## src/rtl/cfc_meas_unit.sv

```systemverilog
module cfc_meas_unit #(
  parameter int unsigned CNT_W   = 10,
  parameter int unsigned WIN_LEN = 64
) (
  input  logic             clk_i,
  input  logic             rst_ni,
  input  logic             mon_clk_i,
  input  logic             en_i,
  input  logic [CNT_W-1:0] lo_i,
  input  logic [CNT_W-1:0] hi_i,
  output logic             meas_err_o,
  output logic             tmo_o
);
  localparam int unsigned WIN_W   = $clog2(WIN_LEN);
  localparam int unsigned TMO_LEN = 2 * WIN_LEN;
  localparam int unsigned IDLE_W  = $clog2(TMO_LEN + 1);

  logic [2:0]        sync_q;
  logic              mon_rise;
  logic [WIN_W-1:0]  win_q;
  logic              win_end;
  logic [CNT_W-1:0]  cnt_q;
  logic [IDLE_W-1:0] idle_q;

  always_ff @(posedge clk_i or negedge rst_ni) begin
    if (!rst_ni) sync_q <= '0;
    else         sync_q <= {sync_q[1:0], mon_clk_i};
  end
  assign mon_rise = sync_q[1] & ~sync_q[2];

  assign win_end = en_i && (win_q == WIN_W'(WIN_LEN - 1));

  always_ff @(posedge clk_i or negedge rst_ni) begin
    if (!rst_ni) begin
      win_q <= '0;
    end else if (!en_i || win_end) begin
      win_q <= '0;
    end else begin
      win_q <= win_q + 1'b1;
    end
  end

  always_ff @(posedge clk_i or negedge rst_ni) begin
    if (!rst_ni) begin
      cnt_q <= '0;
    end else if (!en_i || win_end) begin
      cnt_q <= '0;
    end else if (mon_rise && cnt_q != '1) begin
      cnt_q <= cnt_q + 1'b1;
    end
  end

  always_ff @(posedge clk_i or negedge rst_ni) begin
    if (!rst_ni) begin
      idle_q <= '0;
    end else if (!en_i || mon_rise) begin
      idle_q <= '0;
    end else if (idle_q != IDLE_W'(TMO_LEN)) begin
      idle_q <= idle_q + 1'b1;
    end
  end

  assign meas_err_o = win_end && ((cnt_q < lo_i) || (cnt_q > hi_i));
  assign tmo_o      = en_i && !mon_rise && (idle_q == IDLE_W'(TMO_LEN - 1));

  a_r8_edge_blocks_timeout: assert property (@(posedge clk_i) disable iff (!rst_ni)
    mon_rise |=> !tmo_o);
  a_r7_one_report_per_window: assert property (@(posedge clk_i) disable iff (!rst_ni)
    meas_err_o |=> !meas_err_o);
  a_r5_idle_when_off: assert property (@(posedge clk_i) disable iff (!rst_ni)
    !en_i |-> (!meas_err_o && !tmo_o));
endmodule

```

## config.mk

```make
export PLATFORM = sky130hd
export DESIGN_NAME = cfc_meas_unit
export DESIGN_NICKNAME = d
export VERILOG_FILES = /design/src/rtl/cfc_meas_unit.sv
export SDC_FILE = /design/constraint.sdc
export NUM_CORES = 1
export LEC_CHECK = 0
export BUFFER_PORTS_ARGS = -buffer_cell sky130_fd_sc_hd__buf_2
export CAP_MARGIN = 20
export CORE_MARGIN = 8
export CORE_UTILIZATION = 32
export DETAILED_ROUTE_END_ITERATION = 7
export GPL_ROUTABILITY_DRIVEN = 0
export PLACE_DENSITY_LB_ADDON = 0.08
export SLEW_MARGIN = 0
export SYNTH_ARGS = -nofsm -noshare
export SYNTH_HDL_FRONTEND = slang
export SYNTH_SLANG_ARGS = --single-unit
export TNS_END_PERCENT = 50
```

## constraint.sdc

```tcl
create_clock -name clk_i -period 1.7 [get_ports clk_i]
set_input_delay 0.34 -clock clk_i [delete_from_list [all_inputs] [get_ports clk_i]]
set_output_delay 0.34 -clock clk_i [all_outputs]
set_load 0.01 [all_outputs]
```

---- After elaboration in Yosys (flattened, before gate mapping) ----
Cells that the tools add are included.
operators by class
  bitwise logic cells ..................... 2
  multiplexer cells ....................... 5
  equal/unequal tests ..................... 4
  add/subtract/negate cells ............... 3
  reductions and logical operators ........ 12
  magnitude comparators ................... 2
operators with widths
  cell                     count
  $mux W10                 2
  $mux W8                  2
  $add A10 B1 Y10 const B  1
  $gt A10 B10 Y1           1
  $lt A10 B10 Y1           1
  $ne A10 B10 Y1 const B   1
  $add A8 B1 Y8 const B    1
  $eq A8 B7 Y1 const B     1
  $ne A8 B8 Y1 const B     1
  $add A6 B1 Y6 const B    1
  $eq A6 B6 Y1 const B     1
  $mux W6                  1
  $logic_and A1 B1 Y1      5
  $reduce_bool A2 Y1       2
  $logic_or A1 B1 Y1       3
  $logic_not A1 Y1         2
  $and A1 B1 Y1            1
  $not A1 Y1               1
word-level totals
  output and inout bits ................... 2
  bits in registers ....................... 27
  input bits .............................. 24

---- Logic depth before layout (Yosys ltp) ----
Gate-level depths: netlist of run 1.
  depth in word-level cells ............... 5
  gate-level depth with buffers ........... 7
  depth with buffers taken out ............ 7

---- Worst setup path before layout of run 1 ----
Ideal clock, no wire load.
  path kind ............................... reg2out
  from .................................... register cnt_q[2]
  to ...................................... output meas_err_o
  arrival ................................. 1.540 ns
  cell stages (with the launch flop) ...... 7
  data required time ...................... 1.360 ns
  setup slack ............................. -0.180 ns
  path through ............................ dfrtp_1 ha_1 a21oi_1 o21ai_0 nand4_1 a21oi_1 o41ai_1
between the ends
  longest elaborated chain between the ends .. 3
  elaborated cells on any way between the ends .. 4
  classes of those cells .................. order compare (2); reduce/logical (2)
ends and longest elaborated chain
  what                                              line  text
  start: declaration                                22    logic [CNT_W-1:0] cnt_q;
  start signal: assignment                          49    cnt_q <= cnt_q + 1'b1;
  $lt A10 B10 Y1 or $gt A10 B10 Y1 (tied branches)  63    assign meas_err_o = win_end && ((cnt_q < lo_i) || (cnt_q > hi_i));
  $logic_or A1 B1 Y1 (*)                            63
  $logic_and A1 B1 Y1 (*)                           63
  end: declaration                                  11    output logic meas_err_o,
Mark *: on every way between the ends. The rest lies on a longest branch, timed or not.

---- Final worst setup path of run 1 ----
  from .................................... register win_q[0]
  to ...................................... output meas_err_o
between the ends
  longest elaborated chain between the ends .. 3
ends and longest elaborated chain
  what                      line  text
  start: declaration        20    logic [WIN_W-1:0] win_q;
  start signal: assignment  39    win_q <= win_q + 1'b1;
  $eq A6 B6 Y1              31    assign win_end = en_i && (win_q == WIN_W'(WIN_LEN - 1));
  $logic_and A1 B1 Y1       31
  $logic_and A1 B1 Y1       63
Every way passes these cells.

==> impl_metrics.prom, run 1 <==
# TYPE chip_impl_metric gauge
chip_impl_metric{name="cts_buffers",unit=""} 3
chip_impl_metric{name="maximum_number_of_pins_on_one_net_before_global_route_repair",unit=""} 28
chip_impl_metric{name="postSynthRegisterBits",unit=""} 27
chip_impl_metric{name="syn-cell-area",unit="mm^2"} 0.001783
chip_impl_metric{name="proportion_of_register_bits_with_asynchronous_set_or_reset_after_synthesis",unit=""} 1.000
chip_impl_metric{name="final_slew_violations",unit=""} 0
chip_impl_metric{name="viasPerCell",unit=""} 4.709
chip_impl_metric{name="power.internal",unit="mW"} 0.9104
chip_impl_metric{name="number_of_i_o_port_buffers",unit=""} 25
chip_impl_metric{name="pwr-share-comb",unit=""} 0.142
chip_impl_metric{name="ir_worst_vdd",unit="V"} 0.0002247
chip_impl_metric{name="final_core_util",unit=""} 0.4375
chip_impl_metric{name="floorplan.initialDensity",unit=""} 0.3278
chip_impl_metric{name="detailroute.via_count",unit=""} 1488
chip_impl_metric{name="timing.final.crit_period",unit="ns"} 2.122
chip_impl_info{name="synth_top_cell_by_area",value="sky130_fd_sc_hd__dfrtp_1"} 1
chip_impl_metric{name="antenna_fix_cells",unit=""} 0
chip_impl_metric{name="static-leakage-power",unit="nW"} 1.160
chip_impl_metric{name="ys_types",unit=""} 35
chip_impl_metric{name="dieWidth",unit="um"} 90.65
chip_impl_metric{name="number_of_standard_cell_rows_in_the_floorplan",unit=""} 27
chip_impl_metric{name="clock_latency_on_the_worst_skew_pair",unit="ns"} 0.27
chip_impl_metric{name="totalPowerFinal",unit="mW"} 1.207
chip_impl_metric{name="nets",unit=""} 292
chip_impl_info{name="clock_tree_root_buffer_cell",value="sky130_fd_sc_hd__clkbuf_8"} 1
chip_impl_metric{name="synth.top_cell.area_share",unit=""} 0.3789
chip_impl_metric{name="detailedRoute.firstIterationViolations",unit=""} 53
chip_impl_metric{name="final.setup_skew",unit="ns"} 0.002403
chip_impl_metric{name="final_antenna_net_count",unit=""} 0
chip_impl_metric{name="first_pass_grt_wire_length",unit="um"} 6844
chip_impl_metric{name="cap_viol_max_count",unit=""} 0
chip_impl_metric{name="synth_edf_count",unit=""} 0
chip_impl_metric{name="drt-total-wl",unit="um"} 4084
chip_impl_metric{name="final_layout_size_suffix_gt1_frac",unit=""} 0.3197
chip_impl_metric{name="floorplan.die_area",unit="mm^2"} 0.008217
chip_impl_metric{name="worst_slack",unit="ns"} -0.4222
chip_impl_metric{name="design.core.area",unit="mm^2"} 0.005439
chip_impl_info{name="failed_checks",value="negative setup slack"} 1
chip_impl_metric{name="cp.required",unit="ns"} 1.36
chip_impl_metric{name="reg2reg_slack",unit="ns"} 0.05
chip_impl_metric{name="switchingPower",unit="mW"} 0.2970
chip_impl_metric{name="yosys_warnings",unit=""} 0
chip_impl_metric{name="setup_viol",unit=""} 1
chip_impl_metric{name="transition_at_the_pin_with_the_smallest_max_transition_slack",unit="ns"} 0.6075
chip_impl_metric{name="die_y",unit="um"} 90.65
chip_impl_metric{name="fin_crit_sh",unit=""} 1.248
chip_impl_metric{name="synth_seq_area_share",unit=""} 0.3789
chip_impl_info{name="status",value="finished, violations left"} 1
chip_impl_metric{name="dpl.hpwl",unit="um"} 3188
chip_impl_metric{name="final_hold_viol_count",unit=""} 0
chip_impl_metric{name="clk_path_buf_depth",unit=""} 2
chip_impl_metric{name="hold_slack",unit="ns"} 0.06511
chip_impl_metric{name="worstPathArrival",unit="ns"} 1.78
chip_impl_metric{name="path_clk_slew",unit="ns"} 0.09
chip_impl_metric{name="area_delta_synth_final",unit="%"} 33.47
chip_impl_metric{name="achievable-frequency",unit="MHz"} 471.2
chip_impl_metric{name="netlist_instances",unit=""} 190
chip_impl_metric{name="power_frac_seq",unit=""} 0.558
chip_impl_metric{name="number_of_global_route_vias_before_repair",unit=""} 1536
chip_impl_metric{name="drt_first_pass_iters",unit=""} 4
chip_impl_metric{name="slew_headroom",unit=""} 0.5950
chip_impl_metric{name="power_switching_share",unit=""} 0.2460
chip_impl_info{name="netlist_top_cells_area",value="sky130_fd_sc_hd__dfrtp_1 (38%), sky130_fd_sc_hd__ha_1 (16%), sky130_fd_sc_hd__inv_1 (4.8%)"} 1
chip_impl_metric{name="worstPathMaxFanout",unit=""} 3
chip_impl_info{name="cp_endpoint_kind",value="primary output"} 1
chip_impl_metric{name="global_routing_usage_summed_across_all_routing_layers",unit=""} 0.09948
chip_impl_metric{name="clock_power_share",unit=""} 0.300
chip_impl_info{name="grt_setup_unrepaired",value="true"} 1
chip_impl_metric{name="power_density_over_cell_area",unit="mW/mm^2"} 507.4
chip_impl_metric{name="ios",unit=""} 26
chip_impl_metric{name="clock_tree.htree_level_count",unit=""} 1
chip_impl_metric{name="drc_errors",unit=""} 0
chip_impl_info{name="critical_setup_path_kind",value="reg2out"} 1
chip_impl_metric{name="detail_route.wl_per_cell",unit="um"} 12.92
chip_impl_metric{name="synth_area_per_cell",unit="um^2"} 9.384
chip_impl_info{name="hold_class",value="in2async"} 1
chip_impl_info{name="timing.critical_path.from_type",value="flip-flop"} 1
chip_impl_info{name="tritoncts",value="done"} 1
chip_impl_metric{name="global_route.overflow_total",unit=""} 0
chip_impl_metric{name="cts_sinks",unit=""} 27
chip_impl_metric{name="number_of_antenna_violations_at_the_first_check_in_global_routing",unit=""} 0
chip_impl_info{name="dominantRegCellSynth",value="sky130_fd_sc_hd__dfrtp_1"} 1
chip_impl_metric{name="syn-num-nets",unit=""} 237
synth_stat cells, drive strengths merged, types with 2 or more instances:
cell type   n
a21o        2
a31oi       2
dfrtp      27
xor2        9
a21oi      11
nor2b       3
nand4      10
o21ai       9
and3        4
nand2b      2
nor2       21
nand2      10
mux2i       2
nand3       8
and2        2
inv        23
xnor2       6
ha         23
or3         4
metal layers:
layer | GRT usage | wire, um
met4 | 0.03190 | 53
met1 | 0.1119 | 1790
met2 | 0.1797 | 2057
met5 | 0 | 0
met3 | 0.02244 | 183
placed cells by master (no fill, tap or decap), drive strengths merged, types with 8 or more instances in the layout:
cell   instances
inv           23
xor2           9
dfrtp         27
a21oi         11
ha            23
nand4         10
buf           51
o21ai          9
nand2         10
nand3          8
nor2          21
worst paths after layout:
path,endpoint,from,cells past startpoint
worst min-delay path,idle_q[3]$_DFFE_PN0P_,rst_ni,1
max in group asynchronous,cnt_q[4]$_DFFE_PN0P_,rst_ni,1
worst min register to register,sync_q[1]$_DFF_PN0_,sync_q[0]$_DFF_PN0_,0
worst max register to register,cnt_q[9]$_DFFE_PN0P_,cnt_q[5]$_DFFE_PN0P_,7
min in group clk_i,sync_q[0]$_DFF_PN0_,mon_clk_i,1
worst max-delay path,meas_err_o,win_q[0]$_DFF_PN0_,5
worst max-delay path, cell delays in order, from the launching register on:
cell and delay [ns]:
sky130_fd_sc_hd__dfrtp_1 0.37, sky130_fd_sc_hd__ha_1 0.18, sky130_fd_sc_hd__and3_1 0.23, sky130_fd_sc_hd__nand4_1 0.21, sky130_fd_sc_hd__o41ai_2 0.34, sky130_fd_sc_hd__buf_2 0.18
cell type report:
| cell class | count | area, um^2 |
|---|---|---|
| Fill cell | 532 | 3059 |
| Sequential cell | 27 | 679.4 |
| Tap cell | 72 | 90.09 |
| Inverter | 23 | 86.33 |
| Clock buffer | 4 | 45.04 |
| Multi-Input combinational cell | 139 | 1159 |
| Timing Repair Buffer | 51 | 320.3 |
cells by family (layout without fill, tap and decap cells):
kind of cell,Yosys count,count (layout),share of synthesized area
AOI/OAI and AO/OA,29,29,0.1095
xor gates and xnor gates,15,15,0.07369
adders and majority gates,23,23,0.1614
buffers and inverters,24,78,0.05052
DFF,27,27,0.3789
muxes,2,2,0.01123
and+or+nand+nor,70,70,0.2147
stage by stage:
| step | area [um^2] | worst slack, ns | std cells | setup TNS [ns] |
|---|---|---|---|---|
| global route | 2380 | -0.5177 | 316 | -0.6332 |
| CTS | 2235 | -0.4407 | 310 | -0.4407 |
| global placement | 2137 | -0.1621 | 304 | -0.1914 |
| floorplan | 1790 | -0.05060 | 190 | -0.05060 |
| finish | 2380 | -0.4222 | 316 | -0.4222 |
| detailed placement | 2137 | -0.1900 | 304 | -0.3097 |
what timing repair did:
item	in CTS	in global routing
hold buffers	0	0
buffers inserted	2	6
resized for setup	10	13
setup endpoints to repair	5	6
pin swaps	4	4
power by group through the flow:
stage               combinational (mW)  clock [mW]  sequential, mW
CTS                              0.160       0.383           0.672
global route                     0.196       0.400           0.677
global placement                 0.141           0           0.684
floorplan                       0.0721           0           0.684
detailed placement               0.149           0           0.686
finish                           0.172       0.362           0.674
flip-flops by register name, indices dropped and copies added (netlist names):
register  flops
cnt_q        10
idle_q        8
sync_q        3
win_q         6
Power figures use the tool's default switching activity.
==> inputs of run 2 (changes only) <==
==> constraint.sdc (replaced) <==
create_clock -name clk_i -period 1.7 [get_ports clk_i]
set_input_delay 0.085 -clock clk_i [delete_from_list [all_inputs] [get_ports clk_i]]
set_output_delay 0.085 -clock clk_i [all_outputs]
set_load 0.01 [all_outputs]
==> impl_metrics.prom, run 2 (synthesis results as in run 1) <==
# TYPE chip_impl_metric gauge
chip_impl_metric{name="design.core.area",unit="mm^2"} 0.005439
chip_impl_metric{name="ios",unit=""} 26
chip_impl_metric{name="first_pass_grt_wire_length",unit="um"} 6472
chip_impl_metric{name="drt_first_pass_iters",unit=""} 4
chip_impl_metric{name="ir_worst_vdd",unit="V"} 0.0003296
chip_impl_info{name="tritoncts",value="done"} 1
chip_impl_metric{name="clk_path_buf_depth",unit=""} 2
chip_impl_metric{name="pwr-share-comb",unit=""} 0.121
chip_impl_info{name="cp_endpoint_kind",value="primary output"} 1
chip_impl_metric{name="number_of_i_o_port_buffers",unit=""} 25
chip_impl_metric{name="floorplan.initialDensity",unit=""} 0.3278
chip_impl_info{name="timing.critical_path.to",value="meas_err_o"} 1
chip_impl_metric{name="dieWidth",unit="um"} 90.65
chip_impl_metric{name="final_slew_violations",unit=""} 0
chip_impl_metric{name="achievable-frequency",unit="MHz"} 515.0
chip_impl_metric{name="nets",unit=""} 278
chip_impl_metric{name="switchingPower",unit="mW"} 0.3037
chip_impl_metric{name="clock_latency_on_the_worst_skew_pair",unit="ns"} 0.27
chip_impl_metric{name="drc_errors",unit=""} 0
chip_impl_metric{name="area_delta_synth_final",unit="%"} 22.88
chip_impl_info{name="critPathLaunch",value="cnt_q[4]$_DFFE_PN0P_"} 1
chip_impl_metric{name="cap_viol_max_count",unit=""} 0
chip_impl_metric{name="power_density_over_cell_area",unit="mW/mm^2"} 545.4
chip_impl_info{name="largestRegisters",value="cnt_q x10, idle_q x8, win_q x6"} 1
chip_impl_metric{name="timing.setup.tns",unit="ns"} -0.2418
chip_impl_metric{name="cts_buffers",unit=""} 3
chip_impl_metric{name="slew_headroom",unit=""} 0.5914
chip_impl_metric{name="clock_power_share",unit=""} 0.316
chip_impl_metric{name="detailed_place.area",unit="mm^2"} 0.002039
chip_impl_metric{name="final_layout_size_suffix_gt1_frac",unit=""} 0.2435
chip_impl_metric{name="hold_slack",unit="ns"} 0.09395
chip_impl_metric{name="worstPathArrival",unit="ns"} 1.86
chip_impl_metric{name="global_route.overflow_total",unit=""} 0
chip_impl_metric{name="number_of_antenna_violations_at_the_first_check_in_global_routing",unit=""} 0
chip_impl_info{name="grt_setup_unrepaired",value="true"} 1
chip_impl_metric{name="viasPerCell",unit=""} 4.821
chip_impl_info{name="timing.critical_path.from_type",value="flip-flop"} 1
chip_impl_metric{name="post-place-cells",unit=""} 292
chip_impl_metric{name="detail_route.wl_per_cell",unit="um"} 12.99
chip_impl_metric{name="path_clk_slew",unit="ns"} 0.10
chip_impl_metric{name="worstPathMaxFanout",unit=""} 3
chip_impl_info{name="register_with_the_highest_flop_count",value="cnt_q"} 1
chip_impl_metric{name="timing.final.crit_period",unit="ns"} 1.942
chip_impl_metric{name="drt-total-wl",unit="um"} 3922
chip_impl_metric{name="final_antenna_net_count",unit=""} 0
chip_impl_metric{name="power.internal",unit="mW"} 0.8913
chip_impl_metric{name="final_hold_viol_count",unit=""} 0
chip_impl_metric{name="antenna_fix_cells",unit=""} 0
chip_impl_metric{name="floorplan.die_area",unit="mm^2"} 0.008217
chip_impl_info{name="status",value="finished, violations left"} 1
chip_impl_info{name="critical_setup_path_kind",value="reg2out"} 1
chip_impl_metric{name="placement.setup.worst_slack",unit="ns"} 0.01808
chip_impl_info{name="hold_class",value="in2reg"} 1
chip_impl_metric{name="worst_r2r_path_depth",unit=""} 6
chip_impl_metric{name="final-instance-count-excl-fill",unit=""} 302
chip_impl_metric{name="die_y",unit="um"} 90.65
chip_impl_metric{name="clock_tree.htree_level_count",unit=""} 1
chip_impl_metric{name="dpl.hpwl",unit="um"} 3014
chip_impl_metric{name="setup_viol",unit=""} 1
chip_impl_metric{name="fin_area",unit="mm^2"} 0.002191
chip_impl_metric{name="power_frac_seq",unit=""} 0.563
chip_impl_metric{name="cp.required",unit="ns"} 1.62
chip_impl_metric{name="global_routing_usage_summed_across_all_routing_layers",unit=""} 0.09419
chip_impl_metric{name="detailroute.via_count",unit=""} 1456
chip_impl_info{name="timing.rr.end",value="cnt_q[9]$_DFFE_PN0P_"} 1
chip_impl_metric{name="power_switching_share",unit=""} 0.2541
chip_impl_metric{name="final.setup_skew",unit="ns"} 0.006582
chip_impl_metric{name="worst_slack",unit="ns"} -0.2418
chip_impl_metric{name="maximum_number_of_pins_on_one_net_before_global_route_repair",unit=""} 28
chip_impl_metric{name="number_of_global_route_vias_before_repair",unit=""} 1483
chip_impl_info{name="mostFrequentLayoutCell",value="sky130_fd_sc_hd__buf_2"} 1
chip_impl_metric{name="static-leakage-power",unit="nW"} 1.080
chip_impl_metric{name="cts_sinks",unit=""} 27
chip_impl_metric{name="reg2reg_slack",unit="ns"} 0.06
chip_impl_metric{name="number_of_standard_cell_rows_in_the_floorplan",unit=""} 27
chip_impl_info{name="clock_tree_root_buffer_cell",value="sky130_fd_sc_hd__clkbuf_8"} 1
chip_impl_info{name="regToRegStartpoint",value="cnt_q[9]$_DFFE_PN0P_"} 1
chip_impl_metric{name="detailedRoute.firstIterationViolations",unit=""} 27
chip_impl_info{name="failed_checks",value="negative setup slack"} 1
chip_impl_metric{name="transition_at_the_pin_with_the_smallest_max_transition_slack",unit="ns"} 0.6129
chip_impl_metric{name="largest_register_ffs",unit=""} 10
chip_impl_info{name="most-common-layout-cells",value="sky130_fd_sc_hd__buf_2 (25), sky130_fd_sc_hd__inv_1 (23), sky130_fd_sc_hd__dfrtp_1 (23)"} 1
chip_impl_metric{name="fin_crit_sh",unit=""} 1.142
==> run 2: critical path: stages (launching register included) <==
cell and delay [ns]:
sky130_fd_sc_hd__dfrtp_1 0.43, sky130_fd_sc_hd__ha_1 0.30, sky130_fd_sc_hd__a21o_1 0.19, sky130_fd_sc_hd__a21oi_2 0.16, sky130_fd_sc_hd__a21oi_1 0.08, sky130_fd_sc_hd__o41ai_1 0.23, sky130_fd_sc_hd__buf_2 0.19
==> run 2: worst min-delay path by stage <==
stage / startpoint / to / cells past startpoint
6_report: en_i / win_q[4]$_DFF_PN0_ / 2
4_1_cts: en_i / win_q[4]$_DFF_PN0_ / 2
2_1_floorplan: rst_ni / cnt_q[0]$_DFFE_PN0P_ / 0
3_3_place_gp: rst_ni / idle_q[5]$_DFFE_PN0P_ / 1
3_5_place_dp: rst_ni / idle_q[3]$_DFFE_PN0P_ / 1
5_1_grt: en_i / win_q[4]$_DFF_PN0_ / 2
==> run 2: what timing repair did <==
action                                 CTS  global route
pin swaps                                0             2
setup endpoints to repair                2             4
endpoints found under the hold margin   28             0
buffers inserted                         0             4
gates cloned                             0             0
hold buffers                             2             0
resized for setup                        2            11
==> run 2: power by group through the flow <==
stage                     clock (mW)  combinational (mW)  sequential (mW)
final                          0.377               0.145            0.673
after global routing           0.415               0.166            0.676
after floorplan                    0              0.0721            0.684
after global placement             0               0.132            0.684
after CTS                      0.393               0.142            0.672
after detailed placement           0               0.137            0.685
==> run 2: area by class of cell <==
| cell class | instances | area [um^2] |
|---|---|---|
| clock buffers | 3 | 41.29 |
| clock inverters | 1 | 7.507 |
| fillers | 547 | 3248 |
| inverters | 23 | 86.33 |
| multi-input cells | 139 | 1065 |
| flip-flops and latches | 27 | 680.7 |
| well taps | 72 | 90.09 |
| repair buffers | 37 | 220.2 |
==> run 2: routing by layer <==
layer	track usage	share of wire	vias up
li1	-	-	741
met1	0.1073	0.45	681
met2	0.1626	0.48	26
met3	0.01912	0.045	8
met4	0.04716	0.025	0
met5	0	0	-
==> run 2: through the flow <==
stage | power (mW) | util
finish | 1.195 | 0.4028
global route | 1.256 | 0.4028
detailed placement | 0.8214 | 0.3750
CTS | 1.207 | 0.3888
floorplan | 0.7556 | -
global placement | 0.8158 | 0.3750
==> inputs of run 3 (changes only) <==
- ABC_AREA: not set -> 1
- SLEW_MARGIN: 0 -> not set
- clock period: 1.7 -> 1.75 ns (I/O delays scaled with it)
==> impl_metrics.prom, run 3 <==
# TYPE chip_impl_metric gauge
chip_impl_metric{name="first_pass_grt_wire_length",unit="um"} 7445
chip_impl_metric{name="achievable-frequency",unit="MHz"} 571.7
chip_impl_metric{name="final_antenna_net_count",unit=""} 0
chip_impl_metric{name="power_switching_share",unit=""} 0.2535
chip_impl_metric{name="synth_edf_count",unit=""} 0
chip_impl_metric{name="drc_errors",unit=""} 0
chip_impl_metric{name="detailroute.via_count",unit=""} 1706
chip_impl_metric{name="yosys_warnings",unit=""} 0
chip_impl_metric{name="number_of_antenna_violations_at_the_first_check_in_global_routing",unit=""} 0
chip_impl_info{name="clock_tree_root_buffer_cell",value="sky130_fd_sc_hd__clkbuf_8"} 1
chip_impl_metric{name="global_route.overflow_total",unit=""} 0
chip_impl_info{name="dominantRegCellSynth",value="sky130_fd_sc_hd__dfrtp_1"} 1
chip_impl_info{name="critical_setup_path_kind",value="reg2out"} 1
chip_impl_metric{name="slew_headroom",unit=""} 0.5868
chip_impl_metric{name="syn-num-nets",unit=""} 297
chip_impl_metric{name="antenna_fix_cells",unit=""} 0
chip_impl_metric{name="number_of_global_route_vias_before_repair",unit=""} 1721
chip_impl_metric{name="power_frac_seq",unit=""} 0.545
chip_impl_metric{name="clk_path_buf_depth",unit=""} 2
chip_impl_metric{name="detail_route.wl_per_cell",unit="um"} 11.45
chip_impl_metric{name="cts_buffers",unit=""} 3
chip_impl_metric{name="ys_types",unit=""} 26
chip_impl_info{name="hold_class",value="in2reg"} 1
chip_impl_metric{name="transition_at_the_pin_with_the_smallest_max_transition_slack",unit="ns"} 0.6198
chip_impl_metric{name="viasPerCell",unit=""} 4.513
chip_impl_metric{name="clock_tree.htree_level_count",unit=""} 1
chip_impl_metric{name="fillCellCount",unit=""} 625
chip_impl_metric{name="netlist_instances",unit=""} 250
chip_impl_info{name="largestRegisters",value="cnt_q x10, idle_q x8, win_q x6"} 1
chip_impl_metric{name="area.sequential",unit="um^2"} 684.4
chip_impl_metric{name="floorplan.die_area",unit="mm^2"} 0.008642
chip_impl_metric{name="cap_viol_max_count",unit=""} 0
chip_impl_metric{name="final.setup_skew",unit="ns"} 0.003295
chip_impl_metric{name="floorplan.initialDensity",unit=""} 0.3259
chip_impl_info{name="timing.critical_path.from_type",value="flip-flop"} 1
chip_impl_metric{name="clock_latency_on_the_worst_skew_pair",unit="ns"} 0.27
chip_impl_metric{name="ir_worst_vdd",unit="V"} 0.0003891
chip_impl_metric{name="multiInputGateArea",unit="mm^2"} 0.001252
chip_impl_metric{name="synth_area_per_cell",unit="um^2"} 7.582
chip_impl_metric{name="final_slew_violations",unit=""} 0
chip_impl_metric{name="design.core.area",unit="mm^2"} 0.005816
chip_impl_metric{name="drt_first_pass_iters",unit=""} 4
chip_impl_metric{name="global_routing_usage_summed_across_all_routing_layers",unit=""} 0.1046
chip_impl_metric{name="cts_sinks",unit=""} 27
chip_impl_metric{name="detailedRoute.firstIterationViolations",unit=""} 43
chip_impl_info{name="synth.top_cells.by_count",value="sky130_fd_sc_hd__nand2_1 (51), sky130_fd_sc_hd__inv_1 (48), sky130_fd_sc_hd__dfrtp_1 (27)"} 1
chip_impl_metric{name="synth.top_cell.area_share",unit=""} 0.3564
chip_impl_metric{name="ios",unit=""} 26
chip_impl_info{name="synth_top_cell_by_area",value="sky130_fd_sc_hd__dfrtp_1"} 1
chip_impl_metric{name="power.internal",unit="mW"} 0.8877
chip_impl_metric{name="largest_register_ffs",unit=""} 10
chip_impl_metric{name="drt-total-wl",unit="um"} 4329
chip_impl_metric{name="hold_slack",unit="ns"} 0.09280
chip_impl_metric{name="nets",unit=""} 351
chip_impl_info{name="register_with_the_highest_flop_count",value="cnt_q"} 1
chip_impl_metric{name="worstPathArrival",unit="ns"} 1.66
chip_impl_info{name="most-common-layout-cells",value="sky130_fd_sc_hd__inv_1 (47), sky130_fd_sc_hd__nand2_1 (46), sky130_fd_sc_hd__buf_2 (25)"} 1
chip_impl_info{name="mostFrequentLayoutCell",value="sky130_fd_sc_hd__inv_1"} 1
chip_impl_metric{name="path_clk_slew",unit="ns"} 0.09
chip_impl_metric{name="final_hold_viol_count",unit=""} 0
chip_impl_metric{name="fin_crit_sh",unit=""} 0.9995
chip_impl_metric{name="final_core_util",unit=""} 0.4447
chip_impl_metric{name="reg2reg_slack",unit="ns"} 0.18
chip_impl_metric{name="final_layout_size_suffix_gt1_frac",unit=""} 0.3267
chip_impl_metric{name="clock_power_share",unit=""} 0.292
chip_impl_metric{name="setup_viol",unit=""} 0
chip_impl_metric{name="number_of_i_o_port_buffers",unit=""} 25
chip_impl_metric{name="dieWidth",unit="um"} 92.97
chip_impl_metric{name="maximum_number_of_pins_on_one_net_before_global_route_repair",unit=""} 28
chip_impl_metric{name="power_density_over_cell_area",unit="mW/mm^2"} 459.8
chip_impl_metric{name="number_of_standard_cell_rows_in_the_floorplan",unit=""} 28
chip_impl_metric{name="area_delta_synth_final",unit="%"} 36.44
chip_impl_metric{name="dpl.hpwl",unit="um"} 3294
chip_impl_metric{name="pwr-share-comb",unit=""} 0.163
chip_impl_metric{name="timing.setup.tns",unit="ns"} 0
chip_impl_metric{name="cp.required",unit="ns"} 1.66
chip_impl_metric{name="static-leakage-power",unit="nW"} 1.298
chip_impl_metric{name="proportion_of_register_bits_with_asynchronous_set_or_reset_after_synthesis",unit=""} 1.000
chip_impl_metric{name="switchingPower",unit="mW"} 0.3014
chip_impl_metric{name="synth_seq_area_share",unit=""} 0.3564
chip_impl_info{name="grt_setup_unrepaired",value="true"} 1
chip_impl_metric{name="syn-cell-area",unit="mm^2"} 0.001896
chip_impl_info{name="yosys.cell_count.top_type",value="sky130_fd_sc_hd__nand2_1"} 1
chip_impl_metric{name="worstPathMaxFanout",unit=""} 3
chip_impl_info{name="netlist_top_cells_area",value="sky130_fd_sc_hd__dfrtp_1 (36%), sky130_fd_sc_hd__ha_1 (15%), sky130_fd_sc_hd__nand2_1 (10%)"} 1
chip_impl_info{name="tritoncts",value="done"} 1
chip_impl_metric{name="timing.final.crit_period",unit="ns"} 1.749
chip_impl_metric{name="die_y",unit="um"} 92.97
chip_impl_info{name="cp_endpoint_kind",value="primary output"} 1
chip_impl_info{name="status",value="complete, no violations"} 1
chip_impl_metric{name="postSynthRegisterBits",unit=""} 27
==> run 3: cell count changes after synthesis, moves of 5 or more <==
cell	change
sky130_fd_sc_hd__nand2_1	+41
sky130_fd_sc_hd__inv_1	+25
sky130_fd_sc_hd__nand3_1	+17
sky130_fd_sc_hd__o21ai_0	+5
sky130_fd_sc_hd__nand4_1	-6
sky130_fd_sc_hd__xnor2_1	-5
==> run 3: area by class of cell <==
class,count,share of cell area
clock buffers,3,0.01597
clock inverters,1,0.001935
inverters,49,0.07112
multi-input cells,172,0.4843
flip-flops and latches,27,0.2646
well taps,75,0.03628
repair buffers,51,0.1258
==> run 3: final timing paths <==
path	cells past startpoint	start	endpoint
max in group asynchronous	2	rst_ni	cnt_q[4]$_DFFE_PN0P_
worst max-delay path	8	cnt_q[9]$_DFFE_PN0P_	meas_err_o
worst min register to register	0	sync_q[0]$_DFF_PN0_	sync_q[1]$_DFF_PN0_
worst min-delay path	3	en_i	win_q[4]$_DFF_PN0_
min in group asynchronous	2	rst_ni	idle_q[6]$_DFFE_PN0P_
worst max register to register	10	win_q[1]$_DFF_PN0_	win_q[5]$_DFF_PN0_
==> run 3: cells by family after synthesis <==
family / after synthesis / synth area share
compound gates: 29 / 0.08119
xor+xnor: 7 / 0.03234
fa+ha+maj: 23 / 0.1518
buf+inv: 51 / 0.1069
flops: 27 / 0.3564
simple gates: 113 / 0.2713
==> run 3: power by group through the flow <==
stage / clock, mW / sequential [mW] / combinational, mW
after floorplan: 0 / 0.661 / 0.0809
after global routing: 0.390 / 0.651 / 0.225
after detailed placement: 0 / 0.661 / 0.155
final: 0.347 / 0.648 / 0.193
after CTS: 0.375 / 0.649 / 0.167
after global placement: 0 / 0.661 / 0.154
==> run 3: per-layer routing <==
metal | part of all wire | GRT usage
met5 | 0 | 0
met4 | 0.0076 | 0.02416
met3 | 0.041 | 0.01942
met2 | 0.47 | 0.1817
met1 | 0.48 | 0.1299
==> run 3: through the flow <==
stage               worst slack (ns)  instances  power [mW]  cell area (um^2)
floorplan                     0.3351        250      0.7421              1896
global placement              0.1365        361      0.8150              2193
detailed placement            0.1434        361      0.8159              2193
CTS                         -0.05574        373       1.191              2356
global route                -0.09586        378       1.266              2586
finish                     0.0008166        378       1.189              2586
==> run 3: critical path, cell delays in order, from the launching register on <==
cell and delay (ns):
sky130_fd_sc_hd__dfrtp_2 0.46, sky130_fd_sc_hd__ha_4 0.29, sky130_fd_sc_hd__nand2_4 0.06, sky130_fd_sc_hd__nor2_4 0.13
sky130_fd_sc_hd__nand3_2 0.08, sky130_fd_sc_hd__nand3_2 0.07, sky130_fd_sc_hd__nand2_1 0.05, sky130_fd_sc_hd__a21oi_1 0.11
sky130_fd_sc_hd__buf_2 0.14
==> run 3: repair_timing <==
action                                  in CTS  in global routing
endpoints found under the setup margin       1                  7
buffers inserted                             6                  5
endpoints found under the hold margin       28                  0
hold buffers                                 2                  0
resized for setup                           14                 27
pin swaps                                    8                 12
